===== src/rtl/tfl_pkg.sv =====
package tfl_pkg;
  typedef enum logic [2:0] {
    ST_IDLE, ST_HDR, ST_DATA, ST_DRAIN, ST_GAP, ST_TRIG, ST_FIN
  } tfl_state_e;

  localparam logic [9:0]  TX_BUF_ADDR  = 10'h000;
  localparam logic [5:0]  TX_CTRL_REG  = 6'h1B;
  localparam int          TRIG_BIT     = 0;
  localparam int          ACKREQ_BIT   = 2;
  localparam int          FC_ACK_BIT   = 5;
  // long write: bit15 long flag, address in 14:5, bit4 write flag
  localparam logic [15:0] LONG_WR_CMD  = 16'h8000 | (16'(TX_BUF_ADDR) << 5) | 16'h0010;
  localparam logic [7:0]  SHORT_WR_CMD = {1'b0, TX_CTRL_REG, 1'b1};
  localparam int          HDR_BYTES    = 4;
  localparam int          TRIG_BYTES   = 2;
endpackage


===== src/rtl/tfl_spi_tx.sv =====
module tfl_spi_tx #(
  parameter int SCK_HALF = 2
) (
  input  logic       clk_i,
  input  logic       rst_ni,
  input  logic       load_i,
  input  logic [7:0] data_i,
  output logic       busy_o,
  output logic       sck_o,
  output logic       mosi_o
);
  localparam int DW = (SCK_HALF > 1) ? $clog2(SCK_HALF) : 1;

  logic [DW-1:0] div_q;
  logic [2:0]    bit_q;
  logic [7:0]    sh_q;
  logic          busy_q, sck_q;
  logic          wrap;

  assign wrap = (div_q == DW'(SCK_HALF - 1));

  always_ff @(posedge clk_i or negedge rst_ni) begin
    if (!rst_ni) begin
      div_q  <= '0;
      bit_q  <= '0;
      sh_q   <= '0;
      busy_q <= 1'b0;
      sck_q  <= 1'b0;
    end else if (load_i && !busy_q) begin
      sh_q   <= data_i;
      busy_q <= 1'b1;
      sck_q  <= 1'b0;
      div_q  <= '0;
      bit_q  <= '0;
    end else if (busy_q) begin
      if (!wrap) begin
        div_q <= div_q + 1'b1;
      end else begin
        div_q <= '0;
        if (!sck_q) begin
          sck_q <= 1'b1;
        end else begin
          sck_q <= 1'b0;
          if (bit_q == 3'd7) busy_q <= 1'b0;
          else begin
            bit_q <= bit_q + 1'b1;
            sh_q  <= {sh_q[6:0], 1'b0};
          end
        end
      end
    end
  end

  assign busy_o = busy_q;
  assign sck_o  = sck_q;
  assign mosi_o = sh_q[7];
endmodule


===== src/rtl/tfl_seq.sv =====
module tfl_seq
  import tfl_pkg::*;
#(
  parameter int BUF_BYTES = 128,
  parameter int LEN_W     = 8,
  parameter int GAP_CYC   = 8
) (
  input  logic             clk_i,
  input  logic             rst_ni,
  input  logic             start_i,
  input  logic [LEN_W-1:0] len_i,
  input  logic             in_valid_i,
  input  logic [7:0]       in_data_i,
  output logic             in_ready_o,
  input  logic             sh_busy_i,
  output logic             sh_load_o,
  output logic [7:0]       sh_data_o,
  output logic             cs_no,
  output logic             done_o,
  output logic             err_o
);
  localparam int MAX_PAY = BUF_BYTES - 2;
  localparam int GW      = $clog2(GAP_CYC + 1);

  tfl_state_e       st_q;
  logic [LEN_W-1:0] pay_q, drop_q, cnt_q, pay_d;
  logic [GW-1:0]    gap_q;
  logic             ack_q, err_q;
  logic             hdr_fire, data_fire, trig_fire, data_want;

  assign pay_d = (len_i > LEN_W'(MAX_PAY)) ? LEN_W'(MAX_PAY) : len_i;

  assign hdr_fire  = (st_q == ST_HDR)  && !sh_busy_i && (cnt_q < LEN_W'(HDR_BYTES));
  assign data_want = (st_q == ST_DATA) && !sh_busy_i && (cnt_q < pay_q);
  assign data_fire = data_want && in_valid_i;
  assign trig_fire = (st_q == ST_TRIG) && !sh_busy_i && (cnt_q < LEN_W'(TRIG_BYTES));

  assign in_ready_o = data_want || ((st_q == ST_DRAIN) && (drop_q != '0));
  assign sh_load_o  = hdr_fire || data_fire || trig_fire;

  always_comb begin
    sh_data_o = in_data_i;
    if (st_q == ST_HDR) begin
      case (cnt_q[1:0])
        2'd0:    sh_data_o = LONG_WR_CMD[15:8];
        2'd1:    sh_data_o = LONG_WR_CMD[7:0];
        2'd2:    sh_data_o = 8'h00;
        default: sh_data_o = 8'(pay_q);
      endcase
    end else if (st_q == ST_TRIG) begin
      if (cnt_q[0] == 1'b0) sh_data_o = SHORT_WR_CMD;
      else begin
        sh_data_o             = 8'h00;
        sh_data_o[TRIG_BIT]   = 1'b1;
        sh_data_o[ACKREQ_BIT] = ack_q;
      end
    end
  end

  always_ff @(posedge clk_i or negedge rst_ni) begin
    if (!rst_ni) begin
      st_q   <= ST_IDLE;
      pay_q  <= '0;
      drop_q <= '0;
      cnt_q  <= '0;
      gap_q  <= '0;
      ack_q  <= 1'b0;
      err_q  <= 1'b0;
    end else begin
      err_q <= 1'b0;
      unique case (st_q)
        ST_IDLE: if (start_i) begin
          if (len_i == '0) err_q <= 1'b1;
          else begin
            pay_q  <= pay_d;
            drop_q <= len_i - pay_d;
            cnt_q  <= '0;
            st_q   <= ST_HDR;
          end
        end
        ST_HDR: begin
          if (hdr_fire) cnt_q <= cnt_q + 1'b1;
          else if (cnt_q == LEN_W'(HDR_BYTES) && !sh_busy_i) begin
            cnt_q <= '0;
            st_q  <= ST_DATA;
          end
        end
        ST_DATA: begin
          if (data_fire) begin
            if (cnt_q == '0) ack_q <= in_data_i[FC_ACK_BIT];
            cnt_q <= cnt_q + 1'b1;
          end else if (cnt_q == pay_q && !sh_busy_i) st_q <= ST_DRAIN;
        end
        ST_DRAIN: begin
          if (drop_q == '0) begin
            gap_q <= '0;
            st_q  <= ST_GAP;
          end else if (in_valid_i) drop_q <= drop_q - 1'b1;
        end
        ST_GAP: begin
          if (gap_q == GW'(GAP_CYC - 1)) begin
            cnt_q <= '0;
            st_q  <= ST_TRIG;
          end else gap_q <= gap_q + 1'b1;
        end
        ST_TRIG: begin
          if (trig_fire) cnt_q <= cnt_q + 1'b1;
          else if (cnt_q == LEN_W'(TRIG_BYTES) && !sh_busy_i) st_q <= ST_FIN;
        end
        default: st_q <= ST_IDLE;
      endcase
    end
  end

  assign cs_no  = !((st_q == ST_HDR) || (st_q == ST_DATA) || (st_q == ST_TRIG));
  assign done_o = (st_q == ST_FIN);
  assign err_o  = err_q;
endmodule


===== src/rtl/tfl_tx_loader.sv =====
module tfl_tx_loader #(
  parameter int SCK_HALF  = 2,
  parameter int BUF_BYTES = 128,
  parameter int LEN_W     = 8
) (
  input  logic             clk_i,
  input  logic             rst_ni,
  input  logic             start_i,
  input  logic [LEN_W-1:0] len_i,
  input  logic             in_valid_i,
  input  logic [7:0]       in_data_i,
  output logic             in_ready_o,
  output logic             sck_o,
  output logic             mosi_o,
  output logic             cs_no,
  output logic             done_o,
  output logic             err_o
);
  localparam int GAP_CYC = 4 * SCK_HALF;

  logic       sh_busy, sh_load;
  logic [7:0] sh_data;

  tfl_seq #(
    .BUF_BYTES(BUF_BYTES),
    .LEN_W    (LEN_W),
    .GAP_CYC  (GAP_CYC)
  ) u_seq (
    .clk_i     (clk_i),
    .rst_ni    (rst_ni),
    .start_i   (start_i),
    .len_i     (len_i),
    .in_valid_i(in_valid_i),
    .in_data_i (in_data_i),
    .in_ready_o(in_ready_o),
    .sh_busy_i (sh_busy),
    .sh_load_o (sh_load),
    .sh_data_o (sh_data),
    .cs_no     (cs_no),
    .done_o    (done_o),
    .err_o     (err_o)
  );

  tfl_spi_tx #(
    .SCK_HALF(SCK_HALF)
  ) u_spi (
    .clk_i (clk_i),
    .rst_ni(rst_ni),
    .load_i(sh_load),
    .data_i(sh_data),
    .busy_o(sh_busy),
    .sck_o (sck_o),
    .mosi_o(mosi_o)
  );
endmodule


===== config.mk =====
export PLATFORM = sky130hd
export DESIGN_NAME = tfl_tx_loader
export DESIGN_NICKNAME = d
export VERILOG_FILES = /design/src/rtl/tfl_pkg.sv /design/src/rtl/tfl_spi_tx.sv /design/src/rtl/tfl_seq.sv /design/src/rtl/tfl_tx_loader.sv
export SDC_FILE = /design/constraint.sdc
export NUM_CORES = 1
export LEC_CHECK = 0
export BUFFER_PORTS_ARGS = -buffer_cell sky130_fd_sc_hd__buf_2
export CAP_MARGIN = 0
export CELL_PAD_IN_SITES_DETAIL_PLACEMENT = 0
export CELL_PAD_IN_SITES_GLOBAL_PLACEMENT = 1
export CORE_MARGIN = 4
export CORE_UTILIZATION = 42
export CTS_CLUSTER_SIZE = 28
export DETAILED_ROUTE_END_ITERATION = 8
export GPL_ROUTABILITY_DRIVEN = 0
export HOLD_SLACK_MARGIN = 0.02
export PLACE_DENSITY = 0.77
export RECOVER_POWER = 25
export SLEW_MARGIN = 0
export SYNTH_ARGS = -nofsm -noshare
export SYNTH_HDL_FRONTEND = slang
export SYNTH_HIERARCHICAL = 1
export SYNTH_SLANG_ARGS = --single-unit

===== constraint.sdc =====
create_clock -name clk_i -period 2.2 [get_ports clk_i]
set_input_delay 0.11 -clock clk_i [delete_from_list [all_inputs] [get_ports clk_i]]
set_output_delay 0.11 -clock clk_i [all_outputs]
set_load 0.02 [all_outputs]

Word level (Yosys, flattened, before mapping)
Index checks and enable logic that the tools add are counted.

Reduce and logical (&&, ||, !) cells: 39. Add/sub/neg operators: 6. Eq/ne operators: 30. Bitwise logic cells: 1. Magnitude comparators: 4. Multiplexer cells: 57.

Operator list (count): 8-bit 2-to-1 mux (19); 3-bit 2-to-1 mux (15); 8-bit one-hot mux with 5 select lines (1); 8-bit logical NOT (3); 2-bit inequality test (second input constant) (12); 8-bit one-hot mux with 3 select lines (1); 3-bit one-hot mux with 6 select lines (1); 8-bit one-hot mux with 2 select lines (1); 1-bit 2-to-1 mux (15); 3-bit == test (second input constant) (4); 1-bit logical AND (12); 10-bit AND reduction (1); 2-bit nonzero test (5); 3-bit AND reduction (3); 8-bit by 1-bit adder with 8-bit output (second input constant) (1); 8-bit by 2-bit == test with 1-bit output (second input constant) (1); 8-bit by 3-bit == test with 1-bit output (second input constant) (1); 8-bit == test (1); 8-bit by 7-bit greater-than comparator with 1-bit output (second input constant) (1); 8-bit by 2-bit < comparator with 1-bit output (second input constant) (1); 8-bit by 3-bit < comparator with 1-bit output (second input constant) (1); 8-bit < comparator (1); 4-bit 2-to-1 mux (2); 2-bit by 1-bit inequality test with 1-bit output (second input constant) (4); 24 further kinds (30).

Logic and storage cells: 149. Input port bits: 20. Register bits after elaboration: 47. Output and inout bits: 6.

Longest topological paths before layout
Gate-level depths: netlist of run 1.

Word-level depth: 9. Mapped depth: 11. Gate-level depth less buffers: 9.

By module
The synthesis of run 1 kept the hierarchy.

By module, submodules not included: tfl_seq (area an instance 2422.3 µm², instances 1, cells each 283, seq. area each 825.8 µm²); tfl_spi_tx (area an instance 650.6 µm², instances 1, cells each 59, seq. area each 350.3 µm²).

Worst setup path after synthesis of run 1
Ideal clock, no wire load.

Kind: reg-to-reg. Start: reg u_seq.cnt_q[7]. End: reg u_spi.sh_q[7]. Period minus slack after synthesis: 2.478 ns. Data required time: 2.124 ns. Setup slack: -0.278 ns. Cell stages (with the launch flop): 10. Library setup time: 0.076 ns. Data arrival time: 2.402 ns. Buffers on the path: 2. Path through: dfrtp_1 > or4_1 > or3_4 > a2111oi_4 > o21bai_4 > nor2b_1 > buf_2 > buf_2 > nand2_1 > o21ai_1.

Cells in the longest elaborated chain, start to end: 8. Elaborated cells on any way between the ends: 16. Classes of those cells: order compare: 3; eq/ne: 1; mux: 1; reduce/logical: 11.

RTL lines: start, declared (RTL line tfl_seq.sv:26) `logic [LEN_W-1:0] pay_q, drop_q, cnt_q, pay_d;`; start signal, assigned (RTL line tfl_seq.sv:82) `if (hdr_fire) cnt_q <= cnt_q + 1'b1;`; start signal, assigned (RTL line tfl_seq.sv:91) `cnt_q <= cnt_q + 1'b1;`; start signal, assigned (RTL line tfl_seq.sv:107) `if (trig_fire) cnt_q <= cnt_q + 1'b1;`; 8-bit < comparator (RTL line tfl_seq.sv:34) `assign data_want = (st_q == ST_DATA) && !sh_busy_i && (cnt_q < pay_q);`; 1-bit logical AND (RTL line tfl_seq.sv:34); 1-bit logical AND (RTL line tfl_seq.sv:35) `assign data_fire = data_want && in_valid_i;`; 1-bit logical OR (RTL line tfl_seq.sv:39) `assign sh_load_o = hdr_fire || data_fire || trig_fire;`; 1-bit logical OR * (RTL line tfl_seq.sv:39); via sh_load (RTL line tfl_tx_loader.sv:21) `logic sh_busy, sh_load;`; 1-bit logical AND * (RTL line tfl_spi_tx.sv:29) `end else if (load_i && !busy_q) begin`; 2-bit by 1-bit inequality test with 1-bit output (no line) / 2-bit nonzero test (equally long branches); 4-bit AND reduction (no line); end signal, assigned (RTL line tfl_spi_tx.sv:30) `sh_q <= data_i;`; end signal, assigned (RTL line tfl_spi_tx.sv:47) `sh_q <= {sh_q[6:0], 1'b0};`; end, declared (RTL line tfl_spi_tx.sv:16) `logic [7:0] sh_q;`.

The timed path passes the listed nets; every way through them passes the cells marked *. A chain may end at the register's enable or synchronous reset.

Worst setup path after layout of run 1
Start: reg u_seq.cnt_q[5]. End: reg u_seq.st_q[1].

Cells in the longest elaborated chain, start to end: 5. Elaborated cells on any way between the ends: 20. Classes of those cells: order compare: 3; eq/ne: 9; reduce/logical: 8.

RTL lines: 8-bit < comparator (RTL line tfl_seq.sv:34); 1-bit logical AND (RTL line tfl_seq.sv:34); 1-bit logical AND (RTL line tfl_seq.sv:35); 2-bit inequality test (no line); 10-bit AND reduction (no line) *; end signal, assigned (RTL line tfl_seq.sv:62) `st_q <= ST_IDLE;`; end signal, assigned (RTL line tfl_seq.sv:78) `st_q <= ST_HDR;`; end signal, assigned (RTL line tfl_seq.sv:85) `st_q <= ST_DATA;`; end, declared (RTL line tfl_seq.sv:25) `tfl_state_e st_q;`.

Every way passes the cells marked *; elsewhere a longest branch is shown, timed or not.

==> out/results.txt, run 1 <==
Seq/Total Area, Yosys: 38.3%
upper clock frequency limit: 412 MHz
worst reg2reg endpoint: u_seq/st_q[1]$_DFFE_PN0P_
post-layout min period: 2430 ps
post-synthesis async set-or-reset flop share: 100%
routed wire length: 7920 um
share of layout cells above drive strength 1: 28.0%
Setup CP Type: flip-flop to flip-flop
Die H: 93.5 um
status: complete, but fails checks
DRT Pass-1 Iters: 4
Syn Inst Count: 342
Data required, critical path: 2390 ps
Worst Hold Class: input port to flip-flop
largest net degree at the start of global routing: 30
Num CTS Buffers: 5
final instance area: 3850 um^2
CP max FO: 5
vias in the first global route: 2,648
Power Density: 1130 nW/um^2
worst relative slew slack: -8.01%
area delta synth->final: 25.3%
Post-Syn Area: 3070 um^2
RSZ-0062 raised after global routing: yes
Setup TNS Final: -3950 ps
max cap viols: 1
Ys Warns: 6
CP Cell Sequence: or4_4 -> or3_4 -> a2111oi_4 -> o21bai_4 -> buf_4 -> nor3_2 -> mux2_4
# DRC: 0
EDFF count, synth: 0
Worst-Skew Late Latency: 310 ps
Port Buffers: 25
CP max stage cell: or4_4
Crit. Startpoint: u_seq/cnt_q[5]$_DFFE_PN0P_
routed via count: 2,716
fin worst setup slack: -229 ps
Top Family by Delay on Critical Path: simple AND/OR/NAND/NOR gates
Max stage delay on crit path: 540 ps
violations in the final reports: capacitance limit, slew limit, setup timing
core area: 6940 um^2
die width: 93.5 um
endpoint type of the worst setup path: flip-flop
worst-case clock buffer depth: 2
Startpoint Class: flip-flop
WHS Path Cells: 2
Root Buffer: clkbuf_8
first-iteration detailed-routing DRC count: 133
Placed Area: 3490 um^2
Congestion Overflow GR: 0
Slew Limit Fails: 30
vias per cell: 5.43
# fillers: 644
Worst EP arrival: 2620 ps
Main synth FF type: dfrtp_1
Initial Utilization: 44.3%
period utilisation layout: 110%
Cell variety after synth: 64
Mapped Nets: 379
Setup-failing EPs final: 24
DR WL/cell: 15.8 um
worst hold slack: 43.6 ps
Worst-Margin Slew: 1620 ps
P_leak: 1.81 nW
TritonCTS clock tree: yes
CP bufs+invs: 1
reg2reg setup slack: -230 ps
Worst path depth: 7
IO Count: 26
initial antenna violation count: 0
ANT cells: 0
first-pass GRT wire length: 12,800 um
gr usage total: 18.5%
Clock Pin Slew Worst Setup and Hold Paths: 100 ps
Synth Register Bits: 47
placed cell count: 480
Max VDD drop: 0.000645 V
nets: 440
dpl hpwl: 5840 um
Synth Area per Inst: 8.99 um^2
Hold Vio Cnt, Final: 0
Die ar.: 8750 um^2
Final ANT Viol Nets: 0
Core Rows: 30
Worst R2R Path Depth: 7
CP endpoint: u_seq/st_q[1]$_DFFE_PN0P_
Sink Count: 47
Finished Layout Cells: 500
Final Skew: 10.2 ps
RR Startpoint: u_seq/cnt_q[5]$_DFFE_PN0P_
Max H-tree Level: 2
metal layers:
layer,GRT usage [%],part of all wire [%]
met5,0,0
met1,24.8,46
met3,2.90,3.1
met4,6.02,1.4
met2,30.5,49
final cells by class:
cell class,count,area (um^2),share of cell area (%)
clock buffer,5,68.8,1.79
clock inverter,3,23.8,0.617
inverter,21,78.8,2.05
multi-input combinational,258,1890,49.0
sequential,47,1180,30.5
tap,96,120,3.12
timing repair buffer,70,494,12.8
layout by cell type (no fill, tap or decap), types with 4 or more instances in the layout:
cell	Yosys	layout
nor2_1	31	29
dfrtp_1	47	47
nand2b_1	7	7
nor3_1	7	5
inv_1	20	20
buf_2	3	24
a221o_1	4	4
a21oi_1	25	22
buf_4	0	36
buf_6	1	8
and3_1	9	9
mux2i_1	12	12
mux2_2	4	4
o21ai_0	23	23
o21ai_1	10	10
xor2_1	5	5
nand3_1	12	12
clkbuf_8	0	5
nor4_1	4	4
nand2_1	26	24
ha_1	17	15
nor2b_1	5	4
registers in the layout, summed over array words and instances, names as in the netlist:
| name | count |
|---|---|
| u_seq/ack_q | 1 |
| u_seq/cnt_q | 8 |
| u_seq/drop_q | 8 |
| u_seq/err_o | 1 |
| u_seq/gap_q | 4 |
| u_seq/pay_q | 8 |
| u_seq/st_q | 3 |
| u_spi/bit_q | 3 |
| u_spi/busy_o | 1 |
| u_spi/div_q | 1 |
| u_spi/sck_o | 1 |
| u_spi/sh_q | 8 |
kinds of logic after synthesis:
group                      count (synthesis)  synth area share, %
AOI/OAI and AO/OA                         96                 21.5
xor gates and xnor gates                   6                 1.71
adders and majority gates                 17                 6.92
buffers and inverters                     37                 4.89
DFF                                       47                 38.3
muxes                                     18                 6.11
and+or+nand+nor                          121                 20.6
cells in the mapped netlist, types with 2 or more instances:
| master | n | area share (%) |
|---|---|---|
| dfrtp_1 | 47 | 38 |
| nor2_1 | 31 | 3.8 |
| nand2_1 | 26 | 3.2 |
| a21oi_1 | 25 | 4.1 |
| o21ai_0 | 23 | 3.7 |
| inv_1 | 20 | 2.4 |
| ha_1 | 17 | 6.9 |
| mux2i_1 | 12 | 3.9 |
| nand3_1 | 12 | 2.0 |
| clkbuf_1 | 11 | 1.3 |
| o21ai_1 | 10 | 1.6 |
| and3_1 | 9 | 1.8 |
| nand2b_1 | 7 | 1.4 |
| nor3_1 | 7 | 1.1 |
| nor2b_1 | 5 | 1.0 |
| xor2_1 | 5 | 1.4 |
| a221o_1 | 4 | 1.3 |
| mux2_2 | 4 | 1.5 |
| nor4_1 | 4 | 0.81 |
| a211o_1 | 3 | 0.86 |
| buf_2 | 3 | 0.49 |
| nand4_1 | 3 | 0.61 |
| o22a_1 | 3 | 0.86 |
| o22ai_1 | 3 | 0.61 |
| a211oi_1 | 2 | 0.49 |
| a22o_1 | 2 | 0.57 |
| a31oi_1 | 2 | 0.41 |
| a41oi_1 | 2 | 0.57 |
| mux2_1 | 2 | 0.73 |
| or2_1 | 2 | 0.41 |
| or2_2 | 2 | 0.41 |
| or4_1 | 2 | 0.49 |
timing repair:
item / in CTS / in global routing
hold buffers: 1 / 0
pin swaps: 11 / 10
setup buffers: 4 / 4
endpoints found under the hold margin: 27 / 0
endpoints found under the setup margin: 25 / 27
resized for setup: 18 / 20
cloned: 3 / 0
report_power, final:
| group | total (W) | leakage (nW) | switching (W) | internal (W) |
|---|---|---|---|---|
| Clock | 0.000549 | 0.0408 | 0.000321 | 0.000228 |
| Combinational | 0.00239 | 1.17 | 0.00128 | 0.00110 |
| Sequential | 0.00142 | 0.600 | 0.000254 | 0.00117 |
| Total | 0.00436 | 1.81 | 0.00186 | 0.00250 |
stage by stage:
step                utilization, %  setup WS [ps]  power, W
floorplan                        -           -193   0.00290
global placement              50.3           -154   0.00349
detailed placement            50.3           -224   0.00354
CTS                           53.5           -199   0.00423
global route                  55.4           -280   0.00469
finish                        55.4           -229   0.00436
how the worst min path moves through the flow:
stage / start / to
floorplan: rst_ni / u_seq/ack_q$_DFFE_PN0P_
global placement: rst_ni / u_spi/sh_q[5]$_DFFE_PN0P_
detailed placement: rst_ni / u_spi/sh_q[5]$_DFFE_PN0P_
CTS: in_data_i[5] / u_seq/ack_q$_DFFE_PN0P_
global route: in_data_i[5] / u_seq/ack_q$_DFFE_PN0P_
finish: in_data_i[5] / u_seq/ack_q$_DFFE_PN0P_
No activity file was read; power rests on OpenSTA's default activity.
==> run 2, diff against run 1 <==
- ABC_AREA: unset -> 1
- CORE_UTILIZATION: 42 -> 40
==> run 2 against run 1 <==
Effect of this change:
- the run now ends clean
- synthesized cell count rose by 41%
- non-clock buffer count fell by 36
- utilization is 9.5 points lower
- sequential share of layout area is 0.47 points higher
- power up 4.0%
- critical path type unchanged
==> out/results.txt, run 2 <==
most common cell after layout, fill and taps aside: nand2_1
Max H-tree Level: 2 (unchanged)
Ys Warns: 6 (unchanged)
area leader, netlist: dfrtp_1
Num CTS Buffers: 5 (unchanged)
period utilisation layout: 90.6% (-20 points)
worst-case clock buffer depth: 2 (unchanged)
Mapped Nets: 519 (+37%)
fin worst setup slack: 207 ps (+436 ps)
worst hold slack: 59.9 ps (+16.4 ps)
upper clock frequency limit: 502 MHz (+22%)
DRT Pass-1 Iters: 5 (+1)
Hold Vio Cnt, Final: 0 (unchanged)
Port Buffers: 25 (unchanged)
post-synthesis async set-or-reset flop share: 100% (unchanged)
Die H: 101 um (+7.5%)
core area: 8260 um^2 (+19%)
Worst-Margin Slew: 1320 ps (-305 ps)
share of layout cells above drive strength 1: 15.5% (-12 points)
placed cell count: 612 (+28%)
DR WL/cell: 13.9 um (-12%)
routed via count: 3,172 (+17%)
sw power: 0.00227 W (+22%)
Max VDD drop: 0.000446 V (-31%)
first-pass GRT wire length: 14,500 um (+13%)
Startpoint Class: flip-flop
ANT cells: 0 (unchanged)
top cells by area, synth: dfrtp_1, nand2_1, nand3_1
most frequent CP cell: nand2_1
Setup CP Type: flip-flop to flip-flop
P_leak: 2.01 nW (+11%)
Core Rows: 33 (+10%)
Clock Pin Slew Worst Setup and Hold Paths: 100 ps (about the same)
Synth Register Bits: 47 (unchanged)
# DRC: 0 (unchanged)
Setup TNS Final: 0 ps (+3950 ps)
Congestion Overflow GR: 0 (unchanged)
first-iteration detailed-routing DRC count: 132 (-0.75%)
Max stage delay on crit path: 470 ps (-70 ps)
max cap viols: 0 (-1)
Logic pwr share: 55.5% (+0.7 points)
largest net degree at the start of global routing: 27 (-10%)
clock share of power: 12.2% (-0.4 points)
vias in the first global route: 3,040 (+15%)
Worst-Skew Late Latency: 310 ps (about the same)
gr usage total: 18.0% (-0.52 points)
Worst Hold Class: input port to flip-flop
CP max FO: 21 (+16)
Post-Syn Area: 3430 um^2 (+12%)
routed wire length: 8630 um (+8.9%)
Seq/Total Area, Yosys: 34.3% (-4.0 points)
vias per cell: 5.11 (-6.0%)
Setup-failing EPs final: 0 (-100%)
Synth Area per Inst: 7.11 um^2 (-21%)
Final Skew: 12.1 ps (+1.89 ps)
final core occ: 45.9% (-9.5 points)
status: finished, final reports clean
post-synth top area share: 34.3% (-4.0 points)
Sink Count: 47 (unchanged)
CP max stage cell: dfrtp_1
# fillers: 877 (+36%)
Die ar.: 10,100 um^2 (+16%)
Finished Layout Cells: 621 (+24%)
EDFF count, synth: 0 (unchanged)
endpoint type of the worst setup path: flip-flop
Syn Inst Count: 482 (+41%)
internal power: 0.00226 W (-9.5%)
Slew Limit Fails: 0 (-100%)
Cell variety after synth: 43 (-33%)
worst relative slew slack: 12.3% (+20 points)
Power Density: 1200 nW/um^2 (+5.6%)
nets: 552 (+25%)
Data required, critical path: 2410 ps (+20 ps)
pre-CTS setup slack: 133 ps (+357 ps)
Root Buffer: clkbuf_8
RSZ-0062 raised after global routing: no
post-layout min period: 1990 ps (-436 ps)
Initial Utilization: 41.5% (-2.7 points)
most frequent cells in the layout: nand2_1, nor2_1, inv_1
initial antenna violation count: 0 (unchanged)
TritonCTS clock tree: yes
Main synth FF type: dfrtp_1
CP Cell Sequence: nor2_1 -> nand2_1 -> nor2_2 -> nand3_1 -> nand2_1 -> inv_1 -> nand2_1 -> nand2_4 -> nand2_1 -> nand2_1 -> nand2_1 -> nand2_1
switching share of power: 50.1% (+7.4 points)
Worst EP arrival: 2210 ps (-410 ps)
die width: 101 um (+7.5%)
share of power burned in registers: 32.3% (-0.3 points)
count leader, synth: nand2_1
Final ANT Viol Nets: 0 (unchanged)
area delta synth->final: 10.6%
dpl hpwl: 6690 um (+15%)
commonest cells in the netlist: nand2_1, nor2_1, inv_1
IO Count: 26 (unchanged)
-- run 2: cell types whose count changed after synthesis, moves of 6 or more --
cell      previous run  this run
mux2i_1             12         0
nand2b_1             7         0
nand2_1             26       133
inv_2                1         7
and3_1               9         1
a21oi_1             25        15
clkbuf_1            11         1
nor2_1              31        57
nand4_1              3        12
nand2_2              0         8
inv_1               20        52
nand3_1             12        44
-- run 2: logic make-up after synthesis --
kind of cell / count (synthesis) / share of synthesized area, %
xor gates and xnor gates: 6 / 1.53
and+or+nand+nor: 280 / 38.1
AOI/OAI and AO/OA: 63 / 10.9
muxes: 1 / 0.328
adders and majority gates: 17 / 6.20
DFF: 47 / 34.3
buffers and inverters: 68 / 8.58
-- run 2: power groups by stage --
stage	registers, W	clock network, W	logic [W]
CTS	0.00147	0.000581	0.00254
finish	0.00146	0.000554	0.00251
global route	0.00151	0.000614	0.00288
detailed placement	0.00149	0	0.00252
floorplan	0.00142	0	0.00194
global placement	0.00148	0	0.00249
-- run 2: final timing paths --
check | startpoint | endpoint | slack (ps) | depth (start not counted)
min | len_i[0] | u_seq/pay_q[0]$_DFFE_PN0P_ | 60 | 3
min in group asynchronous | rst_ni | u_spi/bit_q[2]$_DFFE_PN0P_ | 600 | 2
max reg2reg | u_seq/cnt_q[6]$_DFFE_PN0P_ | u_spi/sh_q[1]$_DFFE_PN0P_ | 210 | 12
min reg2reg | u_seq/pay_q[6]$_DFFE_PN0P_ | u_seq/pay_q[6]$_DFFE_PN0P_ | 500 | 2
max in group asynchronous | rst_ni | u_seq/cnt_q[1]$_DFFE_PN0P_ | 810 | 2
max | u_seq/cnt_q[6]$_DFFE_PN0P_ | u_spi/sh_q[1]$_DFFE_PN0P_ | 210 | 12
-- run 2: area by class of cell --
cell class / instances / area (um^2) / share of cell area [%]
clock buffers: 6 / 72.6 / 1.91
clock inverters: 2 / 16.3 / 0.429
inverters: 60 / 228 / 6.01
multi-input cells: 367 / 1960 / 51.7
flip-flops and latches: 47 / 1180 / 31.0
well taps: 105 / 131 / 3.47
repair buffers: 34 / 206 / 5.45
-- run 2: per-layer routing --
| metal | share of wire (%) | track usage [%] | up-vias |
|---|---|---|---|
| met5 | 0 | 0 | - |
| met2 | 49 | 30.9 | 65 |
| met1 | 45 | 23.1 | 1465 |
| li1 | - | - | 1633 |
| met3 | 3.4 | 2.63 | 9 |
| met4 | 1.8 | 5.91 | 0 |
-- run 2: repair_timing --
| item | in CTS | in global routing |
|---|---|---|
| endpoints found under the hold margin | 21 | 0 |
| resized for setup | 0 | 1 |
| setup endpoints to repair | 0 | 11 |
| hold buffers | 1 | 0 |
| setup buffers | 0 | 0 |
-- run 2: per-stage QoR --
step,power [W],cell area (um^2)
floorplan,0.00336,3430
finish,0.00453,3790
global placement,0.00396,3690
detailed placement,0.00401,3690
CTS,0.00459,3790
global route,0.00501,3790
-- run 2: critical path: cells and delay by family (launching register included) --
kind | cells | cell delay (ps)
AND/OR/NAND/NOR | 11 | 1340
flip-flops | 1 | 470
buffers and inverters | 1 | 70
==> run 3, diff against run 2 <==
==> constraint.sdc (replaced) <==
create_clock -name clk_i -period 2.2 [get_ports clk_i]
set_input_delay 0.55 -clock clk_i [delete_from_list [all_inputs] [get_ports clk_i]]
set_output_delay 0.55 -clock clk_i [all_outputs]
set_load 0.02 [all_outputs]
==> run 3 against run 2 <==
Effect of this change:
- cell count increased by 3.5%
- critical endpoint is now in_ready_o
- global-route usage is 0.69 points higher
- sequential power hardly changed
==> out/results.txt, run 3 (synthesis results as in run 2) <==
Setup TNS Final: 0 ps (unchanged)
nets: 574 (+4.0%)
IO Count: 26 (unchanged)
initial antenna violation count: 0 (unchanged)
core area: 8260 um^2 (unchanged)
Initial Utilization: 41.5% (unchanged)
most common cell after layout, fill and taps aside: nand2_1
Power Density: 1180 nW/um^2 (-1.6%)
routed wire length: 9150 um (+6.1%)
Final ANT Viol Nets: 0 (unchanged)
Worst Hold Class: input port to async pin
Setup-failing EPs final: 0 (unchanged)
fin worst setup slack: 50.7 ps (-157 ps)
Die ar.: 10,100 um^2 (unchanged)
largest net degree at the start of global routing: 29 (+7.4%)
Worst EP arrival: 1600 ps (-610 ps)
period utilisation layout: 97.7% (+7.1 points)
Data required, critical path: 1650 ps (-760 ps)
first-pass GRT wire length: 15,300 um (+5.5%)
DR WL/cell: 14.2 um (+2.4%)
gr usage total: 18.7% (+0.69 points)
worst relative slew slack: 23.0% (+11 points)
vias per cell: 5.14 (+0.60%)
# DRC: 0 (unchanged)
Worst-Skew Late Latency: 310 ps (about the same)
Num CTS Buffers: 5 (unchanged)
Final Skew: 12.6 ps (+0.475 ps)
ANT cells: 0 (unchanged)
Max H-tree Level: 2 (unchanged)
share of layout cells above drive strength 1: 25.1% (+9.6 points)
Hold Vio Cnt, Final: 0 (unchanged)
die width: 101 um (unchanged)
worst-case clock buffer depth: 2 (unchanged)
Worst-Margin Slew: 1150 ps (-161 ps)
dpl hpwl: 6600 um (-1.4%)
routed via count: 3,304 (+4.2%)
endpoint type of the worst setup path: output pin
Congestion Overflow GR: 0 (unchanged)
TritonCTS clock tree: yes
max cap viols: 0 (unchanged)
RSZ-0062 raised after global routing: yes
area delta synth->final: 18.0%
Core Rows: 33 (unchanged)
upper clock frequency limit: 465 MHz (-7.3%)
Port Buffers: 25 (unchanged)
most frequent cells in the layout: nand2_1, nor2_1, nand3_1
Clock Pin Slew Worst Setup and Hold Paths: 100 ps (about the same)
final core occ: 49.0% (+3.1 points)
total power: 0.00476 W (+5.1%)
post-layout min period: 2150 ps (+157 ps)
Setup CP Type: flip-flop to output pin
CTS Hold Bufs: 0 (-1)
pre-CTS setup slack: 212 ps (+78.7 ps)
Sink Count: 47 (unchanged)
Startpoint Class: flip-flop
Placed Area: 3740 um^2 (+1.4%)
DRT Pass-1 Iters: 4 (-1)
first-iteration detailed-routing DRC count: 158 (+20%)
status: finished, final reports clean
Slew Limit Fails: 0 (unchanged)
CP max FO: 2 (-90%)
P_leak: 2.10 nW (+4.5%)
Root Buffer: clkbuf_8
Max VDD drop: 0.000559 V (+25%)
Die H: 101 um (unchanged)
final instance area: 4050 um^2 (+6.7%)
vias in the first global route: 3,175 (+4.4%)
==> run 3: what timing repair did <==
action | 4_1_cts | 5_1_grt
pin swaps | 3 | 10
buffers inserted | 12 | 3
resized for setup | 7 | 28
cloned | 0 | 1
setup endpoints to repair | 1 | 17
==> run 3: power breakdown <==
| group | internal, W | total (W) | leakage (nW) | switching [W] |
|---|---|---|---|---|
| Sequential | 0.00119 | 0.00148 | 0.591 | 0.000289 |
| Clock | 0.000225 | 0.000557 | 0.0483 | 0.000332 |
| Combinational | 0.000975 | 0.00273 | 1.47 | 0.00175 |
==> run 3: final timing paths <==
kind / startpoint / end / slack (ps) / cells past startpoint
setup / recovery: u_seq/cnt_q[1]$_DFFE_PN0P_ / in_ready_o / 50 / 9
hold / removal: rst_ni / u_spi/sh_q[4]$_DFFE_PN0P_ / 440 / 1
setup reg to reg: u_seq/cnt_q[4]$_DFFE_PN0P_ / u_seq/st_q[1]$_DFFE_PN0P_ / 70 / 16
hold reg to reg: u_spi/sh_q[7]$_DFFE_PN0P_ / u_spi/sh_q[7]$_DFFE_PN0P_ / 510 / 2
max in group asynchronous: rst_ni / u_seq/drop_q[7]$_DFFE_PN0P_ / 450 / 2
min in group clk_i: len_i[0] / u_seq/pay_q[0]$_DFFE_PN0P_ / 490 / 3
==> run 3: layout make-up <==
class | count | area [um^2]
Timing Repair Buffer | 55 | 353
Multi-Input combinational cell | 368 | 2070
Inverter | 60 | 228
Clock buffer | 5 | 68.8
Fill cell | 848 | 4210
Tap cell | 105 | 131
Clock inverter | 3 | 18.8
Sequential cell | 47 | 1180
==> run 3: through the flow <==
step,hold slack [ps],instances
2_1_floorplan,254,482
3_3_place_gp,472,619
3_5_place_dp,480,619
4_1_cts,207,639
5_1_grt,494,643
6_report,436,643
==> run 3: routing by layer <==
| metal | wire length (um) | up-vias | track usage [%] | share of wire (%) |
|---|---|---|---|---|
| met3 | 305 | 17 | 2.98 | 3.3 |
| met1 | 4190 | 1543 | 24.2 | 46 |
| met2 | 4470 | 63 | 32.6 | 49 |
| li1 | - | 1681 | - | - |
| met4 | 186 | 0 | 4.15 | 2.0 |
| met5 | 0 | - | 0 | 0 |
==> run 3: critical path: stages, from the launching register on <==
cell	delay, ps
dfrtp_1	440
ha_4	290
nand2_1	50
nand2_1	60
nand2_2	50
nand2_2	60
nand2_2	70
nand2_2	70
nand2_2	60
buf_6	140
